==> src/rtl/i2c_sl_pkg.sv <==
package i2c_sl_pkg;
    localparam int BYTE_W = 8;
    localparam int ADR_W  = BYTE_W - 1;
    localparam int CNT_W  = $clog2(BYTE_W + 1);

    typedef enum logic [2:0] {
        ST_IDLE, ST_ADDR, ST_ADDR_ACK, ST_RX, ST_RX_ACK, ST_TX, ST_TX_ACK, ST_HOLD
    } st_e;

    typedef struct packed {
        st_e               st;
        logic [CNT_W-1:0]  cnt;
        logic [BYTE_W-1:0] sh;
        logic [BYTE_W-1:0] dat;
        logic [ADR_W-1:0]  own;
        logic              full;
        logic              ovf;
        logic              irq;
        logic              start;
        logic              rw;
        logic              wake;
        logic              gc_en;
        logic              sda_oe;
        logic              scl_oe;
        logic              mnack;
    } slv_s;
endpackage

==> src/rtl/i2c_sl_lines.sv <==
module i2c_sl_lines #(
    parameter int STAGES = 2
) (
    input  logic clk,
    input  logic rst_n,
    input  logic scl_i,
    input  logic sda_i,
    output logic sda_s,
    output logic scl_rise,
    output logic scl_fall,
    output logic start_det,
    output logic stop_det
);
    localparam int TOP = STAGES - 1;

    logic [STAGES-1:0] scl_d, scl_q, sda_d, sda_q;
    logic              sclp_d, sclp_q, sdap_d, sdap_q;
    logic              scl_s;

    assign scl_s = scl_q[TOP];
    assign sda_s = sda_q[TOP];

    always_comb begin
        scl_d  = {scl_q[STAGES-2:0], scl_i};
        sda_d  = {sda_q[STAGES-2:0], sda_i};
        sclp_d = scl_s;
        sdap_d = sda_s;
    end

    always_ff @(posedge clk or negedge rst_n) begin
        if (!rst_n) begin
            scl_q  <= '1;
            sda_q  <= '1;
            sclp_q <= 1'b1;
            sdap_q <= 1'b1;
        end else begin
            scl_q  <= scl_d;
            sda_q  <= sda_d;
            sclp_q <= sclp_d;
            sdap_q <= sdap_d;
        end
    end

    assign scl_rise  = scl_s & ~sclp_q;
    assign scl_fall  = ~scl_s & sclp_q;
    assign start_det = scl_s & sclp_q & sdap_q & ~sda_s;
    assign stop_det  = scl_s & sclp_q & ~sdap_q & sda_s;
endmodule

==> src/rtl/i2c_sl_match.sv <==
module i2c_sl_match
    import i2c_sl_pkg::*;
(
    input  logic [BYTE_W-1:0] addr_byte,
    input  logic [ADR_W-1:0]  own,
    input  logic              gc_en,
    output logic              hit
);
    logic own_hit, gc_hit;
    assign own_hit = (addr_byte[BYTE_W-1:1] == own);
    assign gc_hit  = gc_en && (addr_byte == '0);
    assign hit     = own_hit | gc_hit;
endmodule

==> src/rtl/i2c_slave_port.sv <==
module i2c_slave_port
    import i2c_sl_pkg::*;
#(
    parameter int SYNC_STAGES = 2
) (
    input  logic              clk,
    input  logic              rst_n,
    input  logic              scl_i,
    input  logic              sda_i,
    output logic              scl_oe,
    output logic              sda_oe,
    input  logic              reg_we,
    input  logic              reg_re,
    input  logic [1:0]        reg_addr,
    input  logic [BYTE_W-1:0] reg_wdata,
    output logic [BYTE_W-1:0] reg_rdata,
    output logic              irq,
    input  logic              sleep_i,
    output logic              wake_o
);
    localparam logic [1:0] RA_DATA = 2'd0;
    localparam logic [1:0] RA_STAT = 2'd1;
    localparam logic [1:0] RA_CTRL = 2'd2;
    localparam logic [1:0] RA_OWN  = 2'd3;
    localparam logic [CNT_W-1:0] LAST_BIT = CNT_W'(BYTE_W - 1);
    localparam logic [CNT_W-1:0] ALL_BITS = CNT_W'(BYTE_W);

    slv_s r_q, r_d;
    logic sda_s, scl_rise, scl_fall, start_det, stop_det, hit;
    logic release_wr, accept;
    logic start_flag, ovf_flag;
    logic [BYTE_W-1:0] dat_q;

    i2c_sl_lines #(.STAGES(SYNC_STAGES)) u_lines (
        .clk(clk), .rst_n(rst_n), .scl_i(scl_i), .sda_i(sda_i),
        .sda_s(sda_s), .scl_rise(scl_rise), .scl_fall(scl_fall),
        .start_det(start_det), .stop_det(stop_det)
    );

    i2c_sl_match u_match (
        .addr_byte(r_q.sh), .own(r_q.own), .gc_en(r_q.gc_en), .hit(hit)
    );

    assign release_wr = reg_we && (reg_addr == RA_CTRL) && reg_wdata[1];
    assign accept     = !r_q.full && !r_q.ovf;

    always_comb begin
        r_d = r_q;
        // processor side
        if (reg_we) begin
            unique case (reg_addr)
                RA_DATA: begin r_d.dat = reg_wdata; r_d.full = 1'b1; end
                RA_STAT: begin
                    if (reg_wdata[0]) r_d.irq  = 1'b0;
                    if (reg_wdata[2]) r_d.ovf  = 1'b0;
                    if (reg_wdata[5]) r_d.wake = 1'b0;
                end
                RA_CTRL: r_d.gc_en = reg_wdata[0];
                RA_OWN:  r_d.own   = reg_wdata[BYTE_W-1:1];
            endcase
        end
        if (reg_re && reg_addr == RA_DATA) r_d.full = 1'b0;
        // bus side
        if (start_det) begin
            r_d.st = ST_ADDR; r_d.cnt = '0; r_d.start = 1'b1;
            r_d.sda_oe = 1'b0; r_d.scl_oe = 1'b0;
        end else if (stop_det) begin
            r_d.st = ST_IDLE; r_d.start = 1'b0;
            r_d.sda_oe = 1'b0; r_d.scl_oe = 1'b0;
        end else begin
            unique case (r_q.st)
                ST_ADDR, ST_RX: begin
                    if (scl_rise && r_q.cnt < ALL_BITS) begin
                        r_d.sh  = {r_q.sh[BYTE_W-2:0], sda_s};
                        r_d.cnt = r_q.cnt + 1'b1;
                    end
                    if (scl_fall && r_q.cnt == ALL_BITS) begin
                        if (r_q.st == ST_ADDR) begin
                            r_d.st = ST_IDLE;
                            if (hit) begin
                                r_d.rw = r_q.sh[0];
                                if (sleep_i) r_d.wake = 1'b1;
                                if (r_q.full) r_d.ovf = 1'b1;
                                if (accept) begin
                                    r_d.dat = r_q.sh; r_d.full = 1'b1;
                                    r_d.sda_oe = 1'b1; r_d.st = ST_ADDR_ACK;
                                end
                            end
                        end else begin
                            r_d.st = ST_RX_ACK;
                            if (r_q.full) r_d.ovf = 1'b1;
                            if (accept) begin
                                r_d.dat = r_q.sh; r_d.full = 1'b1; r_d.sda_oe = 1'b1;
                            end
                        end
                    end
                end
                ST_ADDR_ACK, ST_RX_ACK: if (scl_fall) begin
                    r_d.sda_oe = 1'b0; r_d.irq = 1'b1; r_d.cnt = '0;
                    if (r_q.st == ST_ADDR_ACK && r_q.rw) begin
                        r_d.st = ST_HOLD; r_d.scl_oe = 1'b1;
                    end else begin
                        r_d.st = ST_RX;
                    end
                end
                ST_HOLD: if (release_wr) begin
                    r_d.sh = r_q.dat; r_d.full = 1'b0; r_d.cnt = '0;
                    r_d.scl_oe = 1'b0; r_d.sda_oe = ~r_q.dat[BYTE_W-1];
                    r_d.st = ST_TX;
                end
                ST_TX: if (scl_fall) begin
                    r_d.cnt = r_q.cnt + 1'b1;
                    if (r_q.cnt == LAST_BIT) begin
                        r_d.sda_oe = 1'b0; r_d.st = ST_TX_ACK;
                    end else begin
                        r_d.sh = {r_q.sh[BYTE_W-2:0], 1'b0};
                        r_d.sda_oe = ~r_q.sh[BYTE_W-2];
                    end
                end
                ST_TX_ACK: begin
                    if (scl_rise) r_d.mnack = sda_s;
                    if (scl_fall) begin
                        r_d.irq = 1'b1;
                        if (!r_q.mnack) begin
                            r_d.st = ST_HOLD; r_d.scl_oe = 1'b1;
                        end else begin
                            r_d.st = ST_IDLE;
                        end
                    end
                end
                default: ;
            endcase
        end
    end

    always_ff @(posedge clk or negedge rst_n) begin
        if (!rst_n) begin
            r_q <= '{st: ST_IDLE, default: '0};
        end else begin
            r_q <= r_d;
        end
    end

    always_comb begin
        unique case (reg_addr)
            RA_DATA: reg_rdata = r_q.dat;
            RA_STAT: reg_rdata = {2'b00, r_q.wake, r_q.rw, r_q.start, r_q.ovf, r_q.full, r_q.irq};
            RA_CTRL: reg_rdata = {{(BYTE_W-1){1'b0}}, r_q.gc_en};
            default: reg_rdata = {r_q.own, 1'b0};
        endcase
    end

    assign scl_oe     = r_q.scl_oe;
    assign sda_oe     = r_q.sda_oe;
    assign irq        = r_q.irq;
    assign wake_o     = r_q.wake;
    assign start_flag = r_q.start;
    assign ovf_flag   = r_q.ovf;
    assign dat_q      = r_q.dat;
endmodule

==> config.mk <==
export PLATFORM = sky130hd
export DESIGN_NAME = i2c_slave_port
export DESIGN_NICKNAME = d
export VERILOG_FILES = /design/src/rtl/i2c_sl_pkg.sv /design/src/rtl/i2c_sl_lines.sv /design/src/rtl/i2c_sl_match.sv /design/src/rtl/i2c_slave_port.sv
export SDC_FILE = /design/constraint.sdc
export NUM_CORES = 1
export LEC_CHECK = 0
export BUFFER_PORTS_ARGS = -buffer_cell sky130_fd_sc_hd__buf_2
export CAP_MARGIN = 10
export CORE_ASPECT_RATIO = 0.5
export CORE_MARGIN = 2
export CORE_UTILIZATION = 50
export CTS_CLUSTER_SIZE = 24
export DETAILED_ROUTE_END_ITERATION = 8
export PLACE_DENSITY = 0.74
export SLEW_MARGIN = 20
export SYNTH_ARGS = -nofsm -noshare
export SYNTH_HDL_FRONTEND = slang
export SYNTH_SLANG_ARGS = --single-unit
==> constraint.sdc <==
create_clock -name clk -period 3.4 [get_ports clk]
set_clock_uncertainty 0.1 [all_clocks]
set_input_delay 0.17 -clock clk [delete_from_list [all_inputs] [get_ports clk]]
set_output_delay 0.17 -clock clk [all_outputs]
set_load 0.03 [all_outputs]
# After elaboration in Yosys (flattened, before gate mapping)
# Cells that the tools add are included.
# classes
order_cmp	1
n_eq_ne	31
n_mux	74
bitwise_logic	16
n_addsub	1
reduce_logical	30
# op_table
cell	n
2-to-1 mux 8 bit	8
one-hot mux 8 bit (3 select lines)	2
!= test 4 bit (second input constant)	8
2-to-1 mux 1 bit	31
2-to-1 mux 15 bit	2
2-to-1 mux 3 bit	9
AND reduction 6 bit	4
2-to-1 mux 2 bit	11
2-to-1 mux 7 bit	3
2-to-1 mux 20 bit	1
2-to-1 mux 18 bit	1
one-hot mux 4 bit (4 select lines)	1
one-hot mux 3 bit (5 select lines)	1
AND reduction 7 bit	2
equality test 3 bit (second input constant)	4
2-to-1 mux 12 bit	1
!= test 3 bit (second input constant)	4
!= test 2 bit (second input constant)	5
nonzero test 5 bit	2
logical AND 1 bit	8
logical NOT 8 bit	1
NOT 1 bit	8
bitwise AND 1 bit	7
equality test 7 bit	1
23 further kinds	28
# word_totals
word_cells	172
input_bits	17
register_bits	46

# Logic depth before layout (Yosys ltp)
# depth
word_depth	11
ltp_mapped	7

# Modules after synthesis
# A second synthesis with hierarchy kept.
# unflattened
hier_cells	273
hier_area_um2	2657.5
# modules_own_cells
module	seq_area_each_um2	area_per_inst_um2	instances	cells_each
i2c_slave_port	1001.0	2363.5	1	250
i2c_sl_lines	157.7	190.2	1	10
i2c_sl_match	0.0	103.8	1	13

# Least setup slack after synthesis
# Ideal clock, no wire load.
# synth_timing
path_type	reg-to-reg
start	register u_lines.sclp_q
end	register r_q (netlist bit dat_q[0])
path_slack_ns	1.424
stages_incl_launch_ff	7
arrival_ns	1.751
path_buffers	2
cell_sequence	dfstp_2 buf_2 nand2b_1 nor4_2 o211a_1 buf_2 mux2_2
# synth_rtl
element	line_no	text
start, declared	i2c_sl_lines.sv:17	logic sclp_d, sclp_q, sdap_d, sdap_q;
start signal, assigned	i2c_sl_lines.sv:39	sclp_q <= sclp_d;
end signal, assigned	i2c_slave_port.sv:140	r_q <= r_d;
end, declared	i2c_slave_port.sv:28	slv_s r_q, r_d;

# Final worst setup path
# layout_timing
start	register r_q[38] (netlist bit)
end	register r_q[27] (netlist bit)
# layout_between
elab_chain_cells	4
word_cells_on_any_way	12
# layout_rtl
element	line_no	text
equality test 3 x 1 -> 1 bit or equality test 3 x 2 -> 1 bit (tied branches)	i2c_slave_port.sv:71	unique case (r_q.st)
OR reduction 2 bit	i2c_slave_port.sv:71	
!= test 2 bit (no line) or nonzero test 3 bit (tied branches)	-	
AND reduction 7 bit (no line)	-	
# Parallel ways exist; a longest one is shown, timed or not.
# A chain may end at the register's enable or synchronous reset.

==> metrics.txt <==
final WL=6450 microns; Synth Area in Adders=0.914%; max incr delay on CP=950 ps; Cell variety after synth=58; syn nets=between 200 and 300; die span in y=56.3 microns; period utilisation layout=about 76%; First-pass DRT Iterations=5; PortBufs=28; all-layer global routing usage=22.9%; htree depth=2; relative slew slack=between 30 and 40%; max cap viols=0; clock period minus worst slack=around 2600 ps; Area Overhead vs Synth=11.2%; post-route cell area=3050 sq um; CTS Root Cell=clkbuf_8; initial antenna violation count=0; Worst setup SP type=flip-flop; final hold violation count=0; Mapped Cells=260; R2R Path End=r_q[27]$_DFFE_PN0P_; Tot Pwr=1930 uW; remaining routing DRC violations=0; Num Clock Sinks=46; Synth warnings=0; first-pass GRT wire length=10900 microns; CP endpoint kind=flip-flop; CTS tree=built; Starting Density=53.8%; CTS buffer count=5; VDD IR-drop max=~0.00023 V; Post-synth top flop=dfrtp_1; Compound-Gate Fraction of Synth Area=15.8%; boundary pin count=29; largest family of logic cells by synthesized area=simple AND/OR/NAND/NOR gates; ys async rst share=100%; WP data arrival=2700 ps; Yosys top cell by area=dfrtp_1; Skew-Pair Late Insertion Delay=310 ps; area of the multi-input gates=1480 sq um; mapped cell area=about 2700 sq um; worst hold path depth=2; Storage cell area=1160 sq um; Critical Path, Cell by Cell=nor3b_1, a22oi_1, a2111oi_4, nor2_1, a21oi_1; # setup viols final=0; DP HPWL=between 4000 and 5000 microns; Max FO, Critical Path=26; Max Fclk=388 MHz; Layout Cells excl Fill=359; number of fill cells=440; largest net degree at the start of global routing=47; most frequent cell after synthesis=dfrtp_1; Worst R2R Start=r_q[38]$_DFFE_PN0P_; Hold EP=r_q[16]$_DFFE_PN0P_; DR iter-0 viols=104; share of layout cells above drive strength 1=30.8%; Power Density=633 nW/um^2; Crit. Startpoint=r_q[38]$_DFFE_PN0P_; Die Footprint=between 6000 and 7000 sq um; average wire per standard cell=18.0 microns; Post-Syn Area per Cell=10.5 sq um; Post-Synth XOR/XNOR Area=~2.6%; number of synthesized flops with an enable pin=0; Clk pin slew, worst setup/hold paths=90 ps; setup TNS=0 ps; Area after DPL=2910 sq um; mux contribution to synthesized area=16.0%; CP required=3530 ps; flop2flop setup slack=820 ps; worst hold slack=~5.2 ps; placed cells=347; GRT overflow=0; status=complete, no violations; Hold Path Class=in -> reg; Area contributors post-synth=dfrtp_1, mux2_2, dfstp_2; FF-to-FF path depth=5; Slew Limit Fails=0; min-delay src=reg_wdata[7]; row cnt=18; # diodes=0; Yosys top cell area share=36.6%; RSZ-0062 raised after global routing=false; core region area=5090 sq um; routed vias/inst=6.04; Pleak=0.00128 uW; CTS max path bufs=2; synth cell count leaders=dfrtp_1, mux2_2, nand2_1, a21oi_1, nor2_1; #FFs+latches synth=46; Routed Antenna Nets=0; CTS-repair resized insts=0; die width=109 microns; via count=about 2.2k; post-synthesis sequential area ratio=42.3%; post-synthesis simple-gate area fraction=18.9%; Setup CP Type=reg -> reg; vias in the first global route=2155; Least-Margin Pin Slew=964 ps; CP max stage cell=a2111oi_4; RD Place Congestion=between 0.8 and 0.9; nets@finish=307
report_power, final:
group | total (uW) | internal (uW) | leakage [uW] | switching, uW
Combinational | 714 | 314 | 0.000690 | 400
Sequential | 850 | 678 | 0.000537 | 172
Clock | 363 | 168 | 0.0000489 | 195
metrics by stage:
stage | setup slack, ps | utilization, %
6_report | 822 | 59.8
4_1_cts | 865 | 59.8
5_1_grt | 606 | 59.8
3_5_place_dp | 936 | 57.1
2_1_floorplan | 1420 | -
3_3_place_gp | 990 | 57.1
flip-flops by register name, indices dropped and copies added (netlist names), 2 cells and up:
| name | count |
|---|---|
| dat_q | 8 |
| r_q | 26 |
| u_lines.scl_q | 2 |
| u_lines.sda_q | 2 |
logic make-up (layout without fill, tap and decap cells):
| family | after synthesis | in the layout |
|---|---|---|
| AOI/OAI and AO/OA | 60 | 60 |
| xor gates and xnor gates | 8 | 8 |
| adders and majority gates | 2 | 2 |
| buffers and inverters | 19 | 48 |
| DFF | 46 | 46 |
| muxes | 40 | 40 |
| and+or+nand+nor | 85 | 85 |
layer usage:
metal / wire length (microns) / vias to the layer above / track usage (%) / share of wire [%]
met1: 3070 / 1094 / 33.3 / 48
met5: 0 / - / 0 / 0
li1: - / 1013 / - / -
met4: 79 / 0 / 6.78 / 1.2
met2: 3040 / 52 / 35.4 / 47
met3: 261 / 9 / 3.60 / 4.0
cells in the final DEF (no fill, tap or decap), types with 2 or more instances in the layout:
| cell type | instances |
|---|---|
| a21oi_2 | 2 |
| clkbuf_8 | 6 |
| nor2_1 | 16 |
| mux2_2 | 31 |
| o32ai_1 | 2 |
| mux2i_1 | 9 |
| o21ai_0 | 9 |
| nand2b_1 | 6 |
| a211oi_1 | 4 |
| buf_2 | 27 |
| or2_2 | 3 |
| a21oi_1 | 16 |
| buf_4 | 3 |
| nand3b_1 | 3 |
| nand4b_1 | 5 |
| nor3_1 | 3 |
| a22oi_1 | 2 |
| and3b_1 | 2 |
| nand2_1 | 20 |
| xnor2_1 | 8 |
| a22o_1 | 8 |
| and3_1 | 2 |
| dlygate4sd3_1 | 4 |
| nor3b_1 | 3 |
| dfrtp_1 | 40 |
| nor2b_1 | 4 |
| inv_1 | 6 |
| and2_1 | 3 |
| o31ai_1 | 3 |
| dfstp_2 | 6 |
| ha_1 | 2 |
| nand3_1 | 3 |
| o21ai_1 | 2 |
layout make-up:
class                   count  area share (%)
flip-flops and latches     46            38.0
clock inverters             1           0.288
clock buffers               7            2.83
multi-input cells         195            48.7
well taps                  70            2.88
inverters                   6           0.740
repair buffers             34            6.49
critical path, delay by kind of cell, from the launching register on:
family	cells	cell delay (ps)
flops	1	640
compound gates	3	1290
simple gates	2	470
worst max path at each step:
stage | to | slack, ps | cells past startpoint
final | r_q[27]$_DFFE_PN0P_ | 820 | 5
after global routing | r_q[27]$_DFFE_PN0P_ | 610 | 5
after CTS | r_q[27]$_DFFE_PN0P_ | 860 | 5
after detailed placement | r_q[29]$_DFFE_PN0P_ | 940 | 5
after global placement | r_q[26]$_DFFE_PN0P_ | 990 | 4
after floorplan | dat_q[0]$_DFF_PN0_ | 1420 | 6
what timing repair did:
action	4_1_cts	5_1_grt
hold buffers	4	0
endpoints found under the setup margin	0	0
setup buffers	0	0
endpoints found under the hold margin	43	0
(Power assumes the default switching activity.)
